--- config.mk ---
export PLATFORM = sky130hd
export DESIGN_NAME = prot_pwd_ctrl
export DESIGN_NICKNAME = d
export VERILOG_FILES = /design/src/rtl/prot_pwd_ctrl.sv
export SDC_FILE = /design/constraint.sdc
export NUM_CORES = 1
export LEC_CHECK = 0
export ABC_CLOCK_PERIOD_IN_PS = 3400
export BUFFER_PORTS_ARGS = -buffer_cell sky130_fd_sc_hd__buf_2
export CORE_MARGIN = 2
export CORE_UTILIZATION = 40
export DETAILED_ROUTE_END_ITERATION = 8
export MAX_ROUTING_LAYER = met4
export PLACE_DENSITY = 0.66
export SETUP_SLACK_MARGIN = 0.2
export SLEW_MARGIN = 20
export SYNTH_ARGS = -nofsm -noshare
export SYNTH_HDL_FRONTEND = slang
export SYNTH_SLANG_ARGS = --single-unit
--- constraint.sdc ---
create_clock -name clk -period 3.4 [get_ports clk]
set_clock_uncertainty 0.15 [all_clocks]
set_input_delay 0.51 -clock clk [delete_from_list [all_inputs] [get_ports clk]]
set_output_delay 0.51 -clock clk [all_outputs]
set_load 0.02 [all_outputs]
--- src/rtl/prot_pwd_ctrl.sv ---
module prot_pwd_ctrl #(
  parameter int AW = 12
) (
  input  logic          clk,
  input  logic          rst_n,
  input  logic          bus_we,
  input  logic          bus_re,
  input  logic [AW-1:0] bus_addr,
  input  logic [15:0]   bus_wdata,
  output logic [15:0]   rd_data,
  output logic [3:0]    lock_bits,
  output logic          unlock,
  output logic          pwd_mismatch,
  output logic          seq_err
);

  typedef enum logic [3:0] {
    S_READ, S_C1, S_C2, S_LOCK, S_LOCK_PG, S_PWD, S_PWD_PG,
    S_EXIT, S_UL1, S_ULW, S_ULE, S_ERR
  } st_t;

  st_t         st;
  logic [15:0] pwd [4];
  logic [1:0]  widx;
  logic        wok;

  wire         hi_zero   = (bus_addr[AW-1:2] == '0);
  wire         at0       = hi_zero && (bus_addr[1:0] == 2'd0);
  wire         at555     = (bus_addr == AW'(12'h555));
  wire         at2aa     = (bus_addr == AW'(12'h2AA));
  wire         is_f0     = (bus_wdata == 16'h00F0);
  wire         payload   = (st == S_LOCK_PG) || (st == S_PWD_PG) || (st == S_ULW);
  wire [3:0]   lock_nxt  = lock_bits & bus_wdata[3:0];
  wire         both_clr  = !lock_nxt[1] && !lock_nxt[2];
  wire         word_ok   = (bus_wdata == pwd[widx]);

  assign seq_err = (st == S_ERR);

  always_ff @(posedge clk) begin
    if (!rst_n) begin
      st           <= S_READ;
      lock_bits    <= 4'hF;
      pwd[0]       <= 16'hFFFF;
      pwd[1]       <= 16'hFFFF;
      pwd[2]       <= 16'hFFFF;
      pwd[3]       <= 16'hFFFF;
      widx         <= 2'd0;
      wok          <= 1'b0;
      unlock       <= 1'b0;
      pwd_mismatch <= 1'b0;
    end else begin
      pwd_mismatch <= 1'b0;
      if (bus_we) begin
        if (is_f0 && !payload) begin
          st <= S_READ;
        end else begin
          case (st)
            S_READ:
              if (at555 && bus_wdata == 16'h00AA) st <= S_C1;
              else if (at0 && bus_wdata == 16'h0025) st <= S_UL1;
              else st <= S_ERR;
            S_C1:
              st <= (at2aa && bus_wdata == 16'h0055) ? S_C2 : S_ERR;
            S_C2:
              if (at555 && bus_wdata == 16'h0040) st <= S_LOCK;
              else if (at555 && bus_wdata == 16'h0060) st <= S_PWD;
              else st <= S_ERR;
            S_LOCK, S_PWD:
              if (bus_wdata == 16'h00A0) st <= (st == S_LOCK) ? S_LOCK_PG : S_PWD_PG;
              else if (bus_wdata == 16'h0090) st <= S_EXIT;
              else st <= S_ERR;
            S_LOCK_PG:
              if (!at0) st <= S_ERR;
              else if (both_clr) st <= S_READ;
              else begin
                lock_bits <= lock_nxt;
                st        <= S_LOCK;
              end
            S_PWD_PG:
              if (hi_zero) begin
                pwd[bus_addr[1:0]] <= bus_wdata;
                st                 <= S_PWD;
              end else st <= S_ERR;
            S_EXIT:
              st <= (bus_wdata == 16'h0000) ? S_READ : S_ERR;
            S_UL1:
              if (at0 && bus_wdata == 16'h0003) begin
                st   <= S_ULW;
                widx <= 2'd0;
                wok  <= 1'b1;
              end else st <= S_ERR;
            S_ULW:
              if (hi_zero && bus_addr[1:0] == widx) begin
                wok  <= wok && word_ok;
                widx <= widx + 2'd1;
                if (widx == 2'd3) st <= S_ULE;
              end else st <= S_ERR;
            S_ULE:
              if (at0 && bus_wdata == 16'h0029) begin
                unlock       <= wok;
                pwd_mismatch <= !wok;
                st           <= S_READ;
              end else st <= S_ERR;
            default: st <= S_ERR;
          endcase
        end
      end
    end
  end

  always_ff @(posedge clk) begin
    if (!rst_n) rd_data <= 16'hFFFF;
    else if (bus_re) begin
      if ((st == S_LOCK) && at0) rd_data <= {12'hFFF, lock_bits};
      else if ((st == S_PWD) && hi_zero) rd_data <= pwd[bus_addr[1:0]];
      else rd_data <= 16'hFFFF;
    end
  end

endmodule


==> results of run 1 <==
-- placed cells by master (no fill, tap or decap), types with 4 or more instances in the layout --
| cell | instances |
|---|---|
| or2_2 | 60 |
| dfxtp_1 | 31 |
| inv_1 | 4 |
| xor2_1 | 17 |
| nand2_1 | 20 |
| nor3_1 | 9 |
| nor3b_1 | 16 |
| o221ai_1 | 4 |
| buf_4 | 13 |
| nand3_1 | 13 |
| mux4_2 | 24 |
| a21oi_1 | 4 |
| o21ai_0 | 21 |
| nand4_1 | 11 |
| o31ai_1 | 6 |
| mux4_1 | 8 |
| clkbuf_16 | 9 |
| nor2_1 | 26 |
| nor4_1 | 6 |
| edfxtp_1 | 64 |
| nand2b_1 | 11 |
| buf_2 | 54 |
| nor4_4 | 4 |
| nor2b_1 | 8 |
-- registers in the layout, indices dropped and copies added, names as in the netlist, named ones only --
name          flops
widx              2
wok               1
rd_data          16
unlock            1
pwd              64
lock_bits         4
st                4
pwd_mismatch      1
-- cells by family (layout without fill, tap and decap cells) --
logic type / count (synthesis) / in the layout
AO/OA/AOI/OAI: 58 / 58
XOR/XNOR: 19 / 19
adder cells (fa/ha/maj): 1 / 1
buffers and inverters: 36 / 87
flip-flops: 95 / 95
multiplexers: 34 / 34
AND/OR/NAND/NOR: 200 / 200
-- how the worst max path moves through the flow --
| stage | startpoint | to | slack [ps] | cells past startpoint |
|---|---|---|---|---|
| 3_3_place_gp | bus_addr[3] | pwd[1][3] | 370 | 7 |
| 5_1_grt | st[3] | pwd[2][2] | 270 | 6 |
| 6_report | st[3] | pwd[0][4] | 600 | 6 |
| 3_5_place_dp | bus_addr[3] | pwd[1][3] | 290 | 7 |
| 2_1_floorplan | bus_addr[2] | pwd[0][0] | 900 | 6 |
| 4_1_cts | st[3] | pwd[1][0] | 410 | 6 |
-- area by class of cell --
type	instances	area, sq um	area share, %
Multi-Input combinational cell	312	2590	43.1
Sequential cell	95	2540	42.3
Clock inverter	2	16.3	0.270
Clock buffer	14	264	4.39
Inverter	4	15.0	0.250
Timing Repair Buffer	67	368	6.11
Tap cell	176	220	3.66
-- repair_timing --
action                                  in CTS  in global routing
endpoints found under the setup margin       0                 16
hold buffers                                 0                  0
setup buffers                                0                  1
-- power by group --
part / internal [mW] / total [mW] / switching, mW / leakage (nW)
sequential: 1.24 / 1.26 / 0.0244 / 0.685
clock: 0.539 / 0.962 / 0.423 / 0.133
combinational: 0.0838 / 0.237 / 0.153 / 0.855
-- layer usage --
layer / global-route usage, % / routed length (microns) / up-vias
met4: 6.85 / 261 / 0
met5: - / 0 / -
met1: 27.6 / 5890 / 1888
li1: - / - / 1773
met2: 30.2 / 6340 / 194
met3: 4.65 / 1040 / 21
-- stage by stage --
step	instance area, sq um	hold WS (ps)	power, mW	util (%)	instances
after floorplan	5300	267	1.42	-	443
after global placement	5730	288	1.51	43.8	653
after detailed placement	5730	296	1.51	43.8	653
after CTS	6010	310	2.46	45.9	669
after global routing	6020	349	2.53	46.0	670
final	6020	308	2.46	46.0	670
==> results.yml, run 1 <==
run_status:
  outcome: "finished, final reports clean"
worst_setup_path:
  crit_path_frequent_cell: "nand2_1"
  critical_path_required_ps: 3300
  crit_type: "reg2reg"
  r2r_end: "pwd[0][4]"
  cp-end-kind: "register"
  r2r_setup_slack_ps: 600
  cp_num_buf_inv: 1
  critPathLaunchType: "register"
  reg2reg_depth: 6
  cp_slowest_stage_delay_ps: 480
  worstReg2RegStart: "st[3]"
  slowest_stage: "dfxtp_1"
  crit_chain: "nor3b_1 -> nand2_1 -> nor2_1 -> nand4_1 -> nand2_1 -> buf_4"
  crit_family: "simple AND/OR/NAND/NOR gates"
  crit_fanout: 16
  crit_arrival_ps: 2700
logic_synthesis:
  synth-main-ff-cell: "edfxtp_1"
  synth_top_family_by_area: "simple AND/OR/NAND/NOR gates"
  yosys_register_bits: 95
  postSynthCellCount: 443
  yosys_warnings: 0
  synthesis.area_sq_um: 5300
  async_reset_ff_share_pct: 0
  synth_common_cells: "edfxtp_1 (64), or2_2 (60), dfxtp_1 (31), nor2_1 (26)"
  synthSimpleGateAreaFrac_pct: 23.5
  yosysMostFrequentCell: "edfxtp_1"
  synthDistinctLibCells: 59
  synth-compound-area-share_pct: 7.45
  synth.largest_area_cell: "edfxtp_1"
  synth-seq-area-share_pct: 47.9
  synth-xor-area-share_pct: 3.14
  synth-edff-count: 64
  synth_area_per_cell_sq_um: 12.0
  synth_mux_area_share_pct: 14.5
  yosys-top-cells-area: "edfxtp_1 (36%), dfxtp_1 (12%), mux4_2 (10%)"
  synthAdderAreaFrac_pct: 0.236
  synth_top_area_share_pct: 36.2
  synth_nets: 476
route:
  detail_route.iter0.violations: 397
  drc_errors: 0
  totalWireLength_mm: 13.5
  drtPass1Iterations: 4
  routed_via_density: 5.79
  routedWlPerCell_microns: 20.2
  detail-route-antenna-nets: 0
  vias: 3876
job:
  maxCapViolCount: 0
clock_network:
  htree_num_levels: 3
  clock_latency_ps: 340
  cts_inserted_buffers: 9
  clk_path_buf_depth: 2
  cts_sinks: 95
  clk_pin_slew_ps: 60
  cts_root_buffer: "clkbuf_16"
  ctsResizeCount: 0
  cts_tree: "yes"
sta:
  slew_headroom_pct: 49.6
  drv_slew: 0
  setup_ws_ps: 595
  period_minus_slack_ps: 2800
  setup_violations: 0
  rsz0062_at_grt: "false"
  hold_viol: 0
  worst_pin_slew_ps: 756
  period_share_pct: 82.5
  setup_tns_ps: 0
  max_freq_mhz: 357
global_routing:
  grt_max_degree: 33
  grt_pass1_vias: 3732
  track_usage_pct: 20.3
  grt_pass1_wl_mm: 21.3
  antenna_found_initial: 0
  grt_overflow: 0
cells_and_area:
  drive_gt1_share_pct: 35.2
  n_fill_cell: 1214
  antennaDiodeCount: 0
  nets: 522
  area_delta_synth_final_pct: 13.4
floorplan:
  dieArea_sq_um: 14200
  die_h_microns: 119
  num_rows: 42
  start_util_pct: 40.5
  core_area_sq_um: 13100
  io_pins: 55
  fp.dieW_microns: 119
min_path:
  min_to: "pwd_mismatch"
  hp-start: "wok"
  hp-class: "reg2reg"
  holdPathStages: 1
placement:
  io_buffers: 54
  hpwl_mm: 9.70
  place_ws_ps: 287
  place.gp.congestion: 0.994
power:
  p_per_area_nw_per_um2: 409
  leakagePower_nw: 1.67
  vdd.ir_drop.worst_mv: 0.245
No activity file was read; power rests on OpenSTA's default activity.
==> inputs of run 2 (changes only) <==
Settings changed: ABC_CLOCK_PERIOD_IN_PS 3400 to 2400, PLACE_DENSITY 0.66 to 0.68.
Clock period 3.4 ns to 2.4 ns, I/O delays scaled along.
==> results.yml, run 2 (same netlist as run 1, synthesis figures left out) <==
worst_setup_path:
  crit_type: "reg2reg"
  critPathLaunchType: "register"
  slowest_stage: "mux4_1"
  cp_num_buf_inv: 1
  crit_chain: "buf_12 -> mux4_1 -> xor2_1 -> nor4_2 -> nand4_1 -> a21boi_1 -> o21a_1"
  crit_family: "multiplexers"
  crit_fanout: 10
  reg2reg_depth: 7
  r2r_end: "wok"
  r2r_setup_slack_ps: 120
  crit_arrival_ps: 2420
  critical_path_required_ps: 2540
  cp-end-kind: "register"
  cp_slowest_stage_delay_ps: 570
cells_and_area:
  top_regs: "pwd x64, rd_data x16"
  fin_cells: 719
  nets: 571
  area_delta_synth_final_pct: 23.3
  largest_reg_flops: 64
  finish.utilization_pct: 50.0
  antennaDiodeCount: 0
  drive_gt1_share_pct: 45.5
  n_fill_cell: 1161
  largest_register: "pwd"
  mostFrequentLayoutCells: "edfxtp_1 (64), or2_2 (60), buf_2 (54), buf_4 (54)"
  final_common_cell: "edfxtp_1"
placement:
  place_ws_ps: -33.4
  place.gp.congestion: 0.936
  io_buffers: 54
  place_inst: 701
  hpwl_mm: 10.8
global_routing:
  antenna_found_initial: 0
  grt_overflow: 0
  grt_pass1_wl_mm: 23.3
  grt_max_degree: 33
  grt_pass1_vias: 4197
  track_usage_pct: 22.4
sta:
  setup_violations: 0
  slew_headroom_pct: 62.2
  setup_ws_ps: 124
  worst_pin_slew_ps: 558
  period_minus_slack_ps: 2280
  drv_slew: 0
  hold_viol: 0
  rsz0062_at_grt: "true"
  max_freq_mhz: 439
  period_share_pct: 94.8
route:
  routed_via_density: 5.68
  detail_route.iter0.violations: 279
  drtPass1Iterations: 5
  totalWireLength_mm: 14.9
  vias: 4085
  detail-route-antenna-nets: 0
  drc_errors: 0
  routedWlPerCell_microns: 20.7
clock_network:
  cts_sinks: 95
  cts_root_buffer: "clkbuf_16"
  clk_pin_slew_ps: 70
  clk_path_buf_depth: 2
  htree_num_levels: 3
  cts_inserted_buffers: 9
  clock_latency_ps: 340
  cts_tree: "yes"
floorplan:
  num_rows: 42
  core_area_sq_um: 13100
  fp.dieW_microns: 119
  io_pins: 55
  dieArea_sq_um: 14200
  die_h_microns: 119
  start_util_pct: 40.5
job:
  maxCapViolCount: 0
min_path:
  holdPathStages: 3
  hp-start: "bus_wdata[3]"
  hp-class: "in2reg"
  min_to: "lock_bits[3]"
run_status:
  outcome: "finished, final reports clean"
power:
  vdd.ir_drop.worst_mv: 0.361
  leakagePower_nw: 1.97
  p_per_area_nw_per_um2: 552
  power_mw: 3.61
run 2: worst max-delay path by stage:
stage                            to          from  slack [ps]  depth (start not counted)
after floorplan           pwd[0][0]   bus_addr[2]         210                          6
after global routing            wok      register          20                          8
after global placement       unlock   bus_addr[3]         -80                          9
after detailed placement    widx[0]  bus_wdata[6]         -30                          7
final                           wok      register         120                          7
after CTS                       wok      register         130                          8
run 2: through the flow:
stage               TNS, ps  area (sq um)  hold slack (ps)
finish                    0          6540              217
global route              0          6540              232
CTS                       0          6480              207
detailed placement     -110          6200              308
global placement       -356          6200              304
floorplan                 0          5310              267
run 2: area by class of cell:
class	instances	area, sq um	share of cell area [%]
sequential	95	2540	38.9
multi-input combinational	312	2630	40.2
clock inverter	7	67.6	1.03
clock buffer	9	225	3.44
tap	176	220	3.37
inverter	4	15.0	0.230
timing repair buffer	116	836	12.8
run 2: what timing repair did:
item | in CTS | in global routing
hold buffers | 0 | 0
pin swaps | 5 | 6
setup endpoints to repair | 1 | 6
cloned | 0 | 0
endpoints found under the hold margin | 0 | 0
buffers inserted | 0 | 2
resized for setup | 4 | 14
run 2: power breakdown:
part / total [mW] / internal [mW] / switching, mW
Sequential: 1.76 / 1.75 / 0.0113
Combinational: 0.440 / 0.173 / 0.267
Clock: 1.41 / 0.727 / 0.679
run 2: routing by layer:
layer / up-vias / GRT usage [%] / part of all wire (%)
li1: 1876 / - / -
met1: 2071 / 29.4 / 43
met2: 118 / 36.1 / 50
met3: 20 / 3.78 / 4.8
met4: 0 / 6.25 / 1.6
met5: - / - / 0
run 2: worst register-to-register path, delay by kind of cell (launching register included):
| kind | cells | cell delay, ps |
|---|---|---|
| xor+xnor | 1 | 190 |
| simple gates | 2 | 510 |
| mux | 1 | 580 |
| compound gates | 2 | 310 |
| buf+inv | 1 | 150 |
| flops | 1 | 350 |
